--- src/rtl/link_poll_sched.sv ---
module link_poll_sched #(
  parameter int UP_MS       = 421,
  parameter int FAST_MS     = 149,
  parameter int WIN_MS      = 6000,
  parameter int SLOW_MS     = 1117,
  parameter int HOLD_MST_MS = 97,
  parameter int HOLD_SLV_MS = 149,
  parameter int MIN_HOLD_MS = 1,
  parameter int CW          = 12
) (
  input  logic clk,
  input  logic rst_n,
  input  logic ms_tick,
  input  logic link_up,
  input  logic role_slave,
  output logic sample_stb,
  output logic xcvr_rst,
  output logic busy
);
  localparam int MINH   = (MIN_HOLD_MS < 1) ? 1 : MIN_HOLD_MS;
  localparam int UP_I   = (UP_MS   < 1) ? 1 : UP_MS;
  localparam int FAST_I = (FAST_MS < 1) ? 1 : FAST_MS;
  localparam int SLOW_I = (SLOW_MS < 1) ? 1 : SLOW_MS;
  localparam int HM_I   = (HOLD_MST_MS < MINH) ? MINH : HOLD_MST_MS;
  localparam int HS_I   = (HOLD_SLV_MS < MINH) ? MINH : HOLD_SLV_MS;
  localparam int WIN_I  = (WIN_MS < 1) ? 1 : WIN_MS;
  localparam int AW     = $clog2(WIN_I + 1);

  logic [CW-1:0] cnt;
  logic [AW-1:0] age;
  logic          hold, down_act;
  logic [AW:0]   elapsed;

  assign elapsed = {1'b0, age} + 1'b1;
  assign busy    = hold;

  always_ff @(posedge clk or negedge rst_n) begin
    if (!rst_n) begin
      cnt        <= CW'(UP_I);
      age        <= '0;
      hold       <= 1'b0;
      down_act   <= 1'b0;
      sample_stb <= 1'b0;
      xcvr_rst   <= 1'b0;
    end else begin
      sample_stb <= 1'b0;
      xcvr_rst   <= 1'b0;
      if (ms_tick) begin
        if (down_act && (age < AW'(WIN_I))) age <= age + 1'b1;
        if (cnt > CW'(1)) begin
          cnt <= cnt - 1'b1;
        end else if (!hold) begin
          sample_stb <= 1'b1;
          if (link_up) begin
            cnt      <= CW'(UP_I);
            down_act <= 1'b0;
          end else begin
            xcvr_rst <= 1'b1;
            hold     <= 1'b1;
            cnt      <= role_slave ? CW'(HS_I) : CW'(HM_I);
            if (!down_act) begin
              down_act <= 1'b1;
              age      <= '0;
            end
          end
        end else begin
          hold <= 1'b0;
          cnt  <= (elapsed < (AW+1)'(WIN_I)) ? CW'(FAST_I) : CW'(SLOW_I);
        end
      end
    end
  end

  p_pulse_single_r11: assert property (@(posedge clk) disable iff (!rst_n)
    xcvr_rst |=> !xcvr_rst);
  p_stb_single_r11: assert property (@(posedge clk) disable iff (!rst_n)
    sample_stb |=> !sample_stb);
  p_rst_with_stb_r6: assert property (@(posedge clk) disable iff (!rst_n)
    xcvr_rst |-> sample_stb);
  p_rst_on_down_r6: assert property (@(posedge clk) disable iff (!rst_n)
    xcvr_rst |-> !$past(link_up));
  p_up_no_rst_r2: assert property (@(posedge clk) disable iff (!rst_n)
    (sample_stb && !xcvr_rst) |-> $past(link_up));
  p_busy_from_rst_r10: assert property (@(posedge clk) disable iff (!rst_n)
    xcvr_rst |-> busy);
  p_no_stb_busy_r10: assert property (@(posedge clk) disable iff (!rst_n)
    (busy && !xcvr_rst) |-> !sample_stb);
  p_busy_ends_on_tick_r10: assert property (@(posedge clk) disable iff (!rst_n)
    $fell(busy) |-> $past(ms_tick));
endmodule

--- config.mk ---
export PLATFORM = sky130hd
export DESIGN_NAME = link_poll_sched
export DESIGN_NICKNAME = d
export VERILOG_FILES = /design/src/rtl/link_poll_sched.sv
export SDC_FILE = /design/constraint.sdc
export NUM_CORES = 1
export LEC_CHECK = 0
export ABC_AREA = 1
export BUFFER_PORTS_ARGS = -buffer_cell sky130_fd_sc_hd__buf_2
export CAP_MARGIN = 10
export CORE_MARGIN = 2
export CORE_UTILIZATION = 57
export CTS_CLUSTER_DIAMETER = 200
export CTS_CLUSTER_SIZE = 10
export DETAILED_ROUTE_END_ITERATION = 10
export GPL_TIMING_DRIVEN = 0
export PLACE_DENSITY = 0.8
export SLEW_MARGIN = 20
export SYNTH_ARGS = -nofsm -noshare
export SYNTH_HDL_FRONTEND = slang
export SYNTH_SLANG_ARGS = --single-unit
export TNS_END_PERCENT = 100
--- constraint.sdc ---
create_clock -name clk -period 3.6 [get_ports clk]
set_input_delay 0.72 -clock clk [delete_from_list [all_inputs] [get_ports clk]]
set_output_delay 0.72 -clock clk [all_outputs]
set_load 0.05 [all_outputs]
==> results by group <==
STA
  • WHS: 0.384 ns
  • Final hold vios: 0
  • Final setup margin: 1.60 ns
  • RSZ-0062 raised after global routing: false
  • Fmax: 501 MHz
  • Post-route setup TNS: 0 ns
  • Slew @ Worst Pin: 0.624 ns
  • Final slew viol count: 0
  • Finish-stage setup viols: 0
  • Rel. slew slack: 58.4%
  • Clk_skew: 0.00856 ns
  • Period Utilization, post-route: 55.5%
  • Post-route minimum period: 2.00 ns

CTS
  • Setup bufs post-CTS: 0
  • PostCTS Resize Cnt: 0
  • Maximum clock path buffer count: 2
  • TritonCTS clock tree: done
  • Clock Latency Late Sink: 0.33 ns
  • Root Buffer Master: clkbuf_4
  • H-tree depth: 2
  • TritonCTS buffer count: 5
  • CTS Hold Bufs: 0
  • CTS Sinks: 29
  • Register clock-pin slew on the reported worst setup and hold paths: 0.10 ns

Floorplanning
  • Die area: 0.00378 mm²
  • Total core area: 0.00310 mm²
  • Rows: 20
  • Initial core utilization: 60.7%
  • DIE HEIGHT: 61.5 µm
  • I/O pins: 8
  • Die W: 61.5 µm

GRT
  • First-pass GRT wire length: 7100 µm
  • Initial antenna violation count: 0
  • Total gr overflow: 0
  • Total track usage: 25.8%
  • Largest net degree at the start of global routing: 30
  • Number of global-route vias before repair: 1588

Cells and area
  • Fillers: 271
  • Fin cells: 308
  • Design area: 0.00204 mm²
  • Area grow syn2layout: 8.23%
  • Ant diodes: 0
  • Fin nets: 271
  • Layout Utilization: 65.7%
  • Proportion of layout cells with a drive suffix above 1: 19.7%

Routing
  • Number of routed nets with antenna violations: 0
  • Total wire length: 4040 µm
  • DR WL/cell: 13.1 µm
  • Vias after detailed routing: 1658
  • Detailed Route Iter0 Violations: 91
  • DR vias/cell: 5.38
  • Pre-antenna DRT Iters: 6
  • # DRC: 0

Pwr
  • Max VDD drop: 0.316 mV
  • Leakage power: 0.934 nW
  • Tot Pwr: 1.01 mW
  • PD cells: 496 mW/mm²

Critical path
  • Crit-path max FO: 10
  • Critical path startpoint category: flop
  • Arr. time, crit path: 2.24 ns
  • CP Class: flop to flop
  • CP Capture Type: flop
  • Critical Path RT: 3.84 ns

Yosys
  • Sequential-to-total area share from yosys stat: 38.8%
  • Syn_nets: 258
  • Yosys cell types: 32
  • Synthesized netlist cell count: 250
  • Cell area after synthesis: 0.00188 mm²
  • Synth Flop Type: dfrtp_1
  • Post-synth EDFFs: 0
  • Syn avg cell area: 7.54 µm²
  • Synth Warn #: 0
  • Ys async rst share: 100%
  • Post-synthesis register bit count: 29

Status
  • Status: completed

Placed design
  • Dpl cells: 300
  • Number of port buffers: 6
  • Routability cong.: 0.894
  • Placed inst area: 0.00197 mm²
  • DP Wirelength: 3020 µm
  • Pre-CTS setup slack: 1.51 ns

Worst hold path
  • Hold Path Class: primary input to async pin

Flow run
  • Max Cap Violations: 0
[kinds of logic (layout without fill, tap and decap cells)]
family	Yosys count	after routing	synth area share, %
buffers and inverters	34	48	7.30
flip-flops	29	29	38.8
AO/OA/AOI/OAI	43	43	13.6
adder cells (fa/ha/maj)	3	3	1.99
XOR/XNOR	4	4	1.86
AND/OR/NAND/NOR	137	137	36.4
[placed cells by master (no fill, tap or decap), types with 2 or more instances in the layout]
cell type and count:
nand2_1 48, nor2_1 30, inv_1 26, dfrtp_1 24, nand3_1 22, a21oi_1 12, o21ai_0 11, nand2_2 8
o21ai_1 8, nor3_1 7, nand4_1 6, buf_2 6, nor2_4 5, o22ai_1 5, clkbuf_4 5, dfstp_2 5
inv_2 4, xor2_1 4, nand3_2 4, nor2_2 3, ha_1 3, clkbuf_1 2, a21oi_2 2, clkbuf_8 2
[final timing paths]
check	from	endpoint	slack, ns	depth (start not counted)
max	cnt[0]	cnt[6]	1.60	11
min	rst_n	age[4]	0.38	1
max reg2reg	cnt[0]	cnt[6]	1.60	11
min reg2reg	cnt[7]	cnt[7]	0.50	2
max in group asynchronous	rst_n	age[11]	2.80	1
min in group clk	cnt[7]	cnt[7]	0.50	2
[layout make-up]
| type | instances | area, µm² | area share [%] |
|---|---|---|---|
| plain buffers | 3 | 18.8 | 0.920 |
| clock buffers | 7 | 65.1 | 3.19 |
| clock inverters | 1 | 5.00 | 0.245 |
| inverters | 31 | 119 | 5.83 |
| multi-input cells | 187 | 1010 | 49.8 |
| flip-flops and latches | 29 | 732 | 35.9 |
| well taps | 44 | 55.1 | 2.70 |
| repair buffers | 6 | 30.0 | 1.47 |
[flip-flops by register name (all words and copies together), names as in the netlist]
signal	count
down_act	1
xcvr_rst	1
sample_stb	1
busy	1
cnt	12
age	13
[per-layer routing]
metal	vias up	share of wire (%)	track usage, %
met4	0	1.8	10.9
met2	42	44	36.7
met3	7	4.9	4.41
met1	752	50	38.5
li1	857	-	-
met5	-	0	0
[power by group]
part	leakage (nW)	total (mW)	internal (mW)	switching [mW]
registers	0.358	0.491	0.408	0.0828
clock network	0.0413	0.237	0.113	0.124
logic	0.535	0.283	0.106	0.177
total	0.934	1.01	0.628	0.384
[worst max-delay path, cell delays in order (launching register included)]
cell and delay [ns]:
dfstp_2 0.55, inv_1 0.07, ha_1 0.24, nor2_1 0.13
nor2_1 0.08, nand2_4 0.08, buf_6 0.16, inv_4 0.05
a21oi_1 0.29, nand3_2 0.12, nand2_1 0.08, inv_1 0.04
[synth_stat cells, types with 2 or more instances]
cell / instances / area (µm²)
nand4_1: 6 / 37.5
clkbuf_1: 2 / 7.51
nand2_2: 8 / 50.1
a21oi_1: 12 / 60.1
o21ai_1: 8 / 40.0
inv_2: 4 / 15.0
dfrtp_1: 24 / 601
a21oi_2: 2 / 17.5
nor2_2: 3 / 18.8
nand2_1: 48 / 180
ha_1: 3 / 37.5
inv_1: 26 / 97.6
nor2_1: 30 / 113
nor2_4: 5 / 56.3
nor3_1: 7 / 35.0
o21ai_0: 11 / 55.1
o22ai_1: 5 / 31.3
xor2_1: 4 / 35.0
nand3_2: 4 / 40.0
nand3_1: 22 / 110
dfstp_2: 5 / 131
Power figures use the tool's default switching activity.
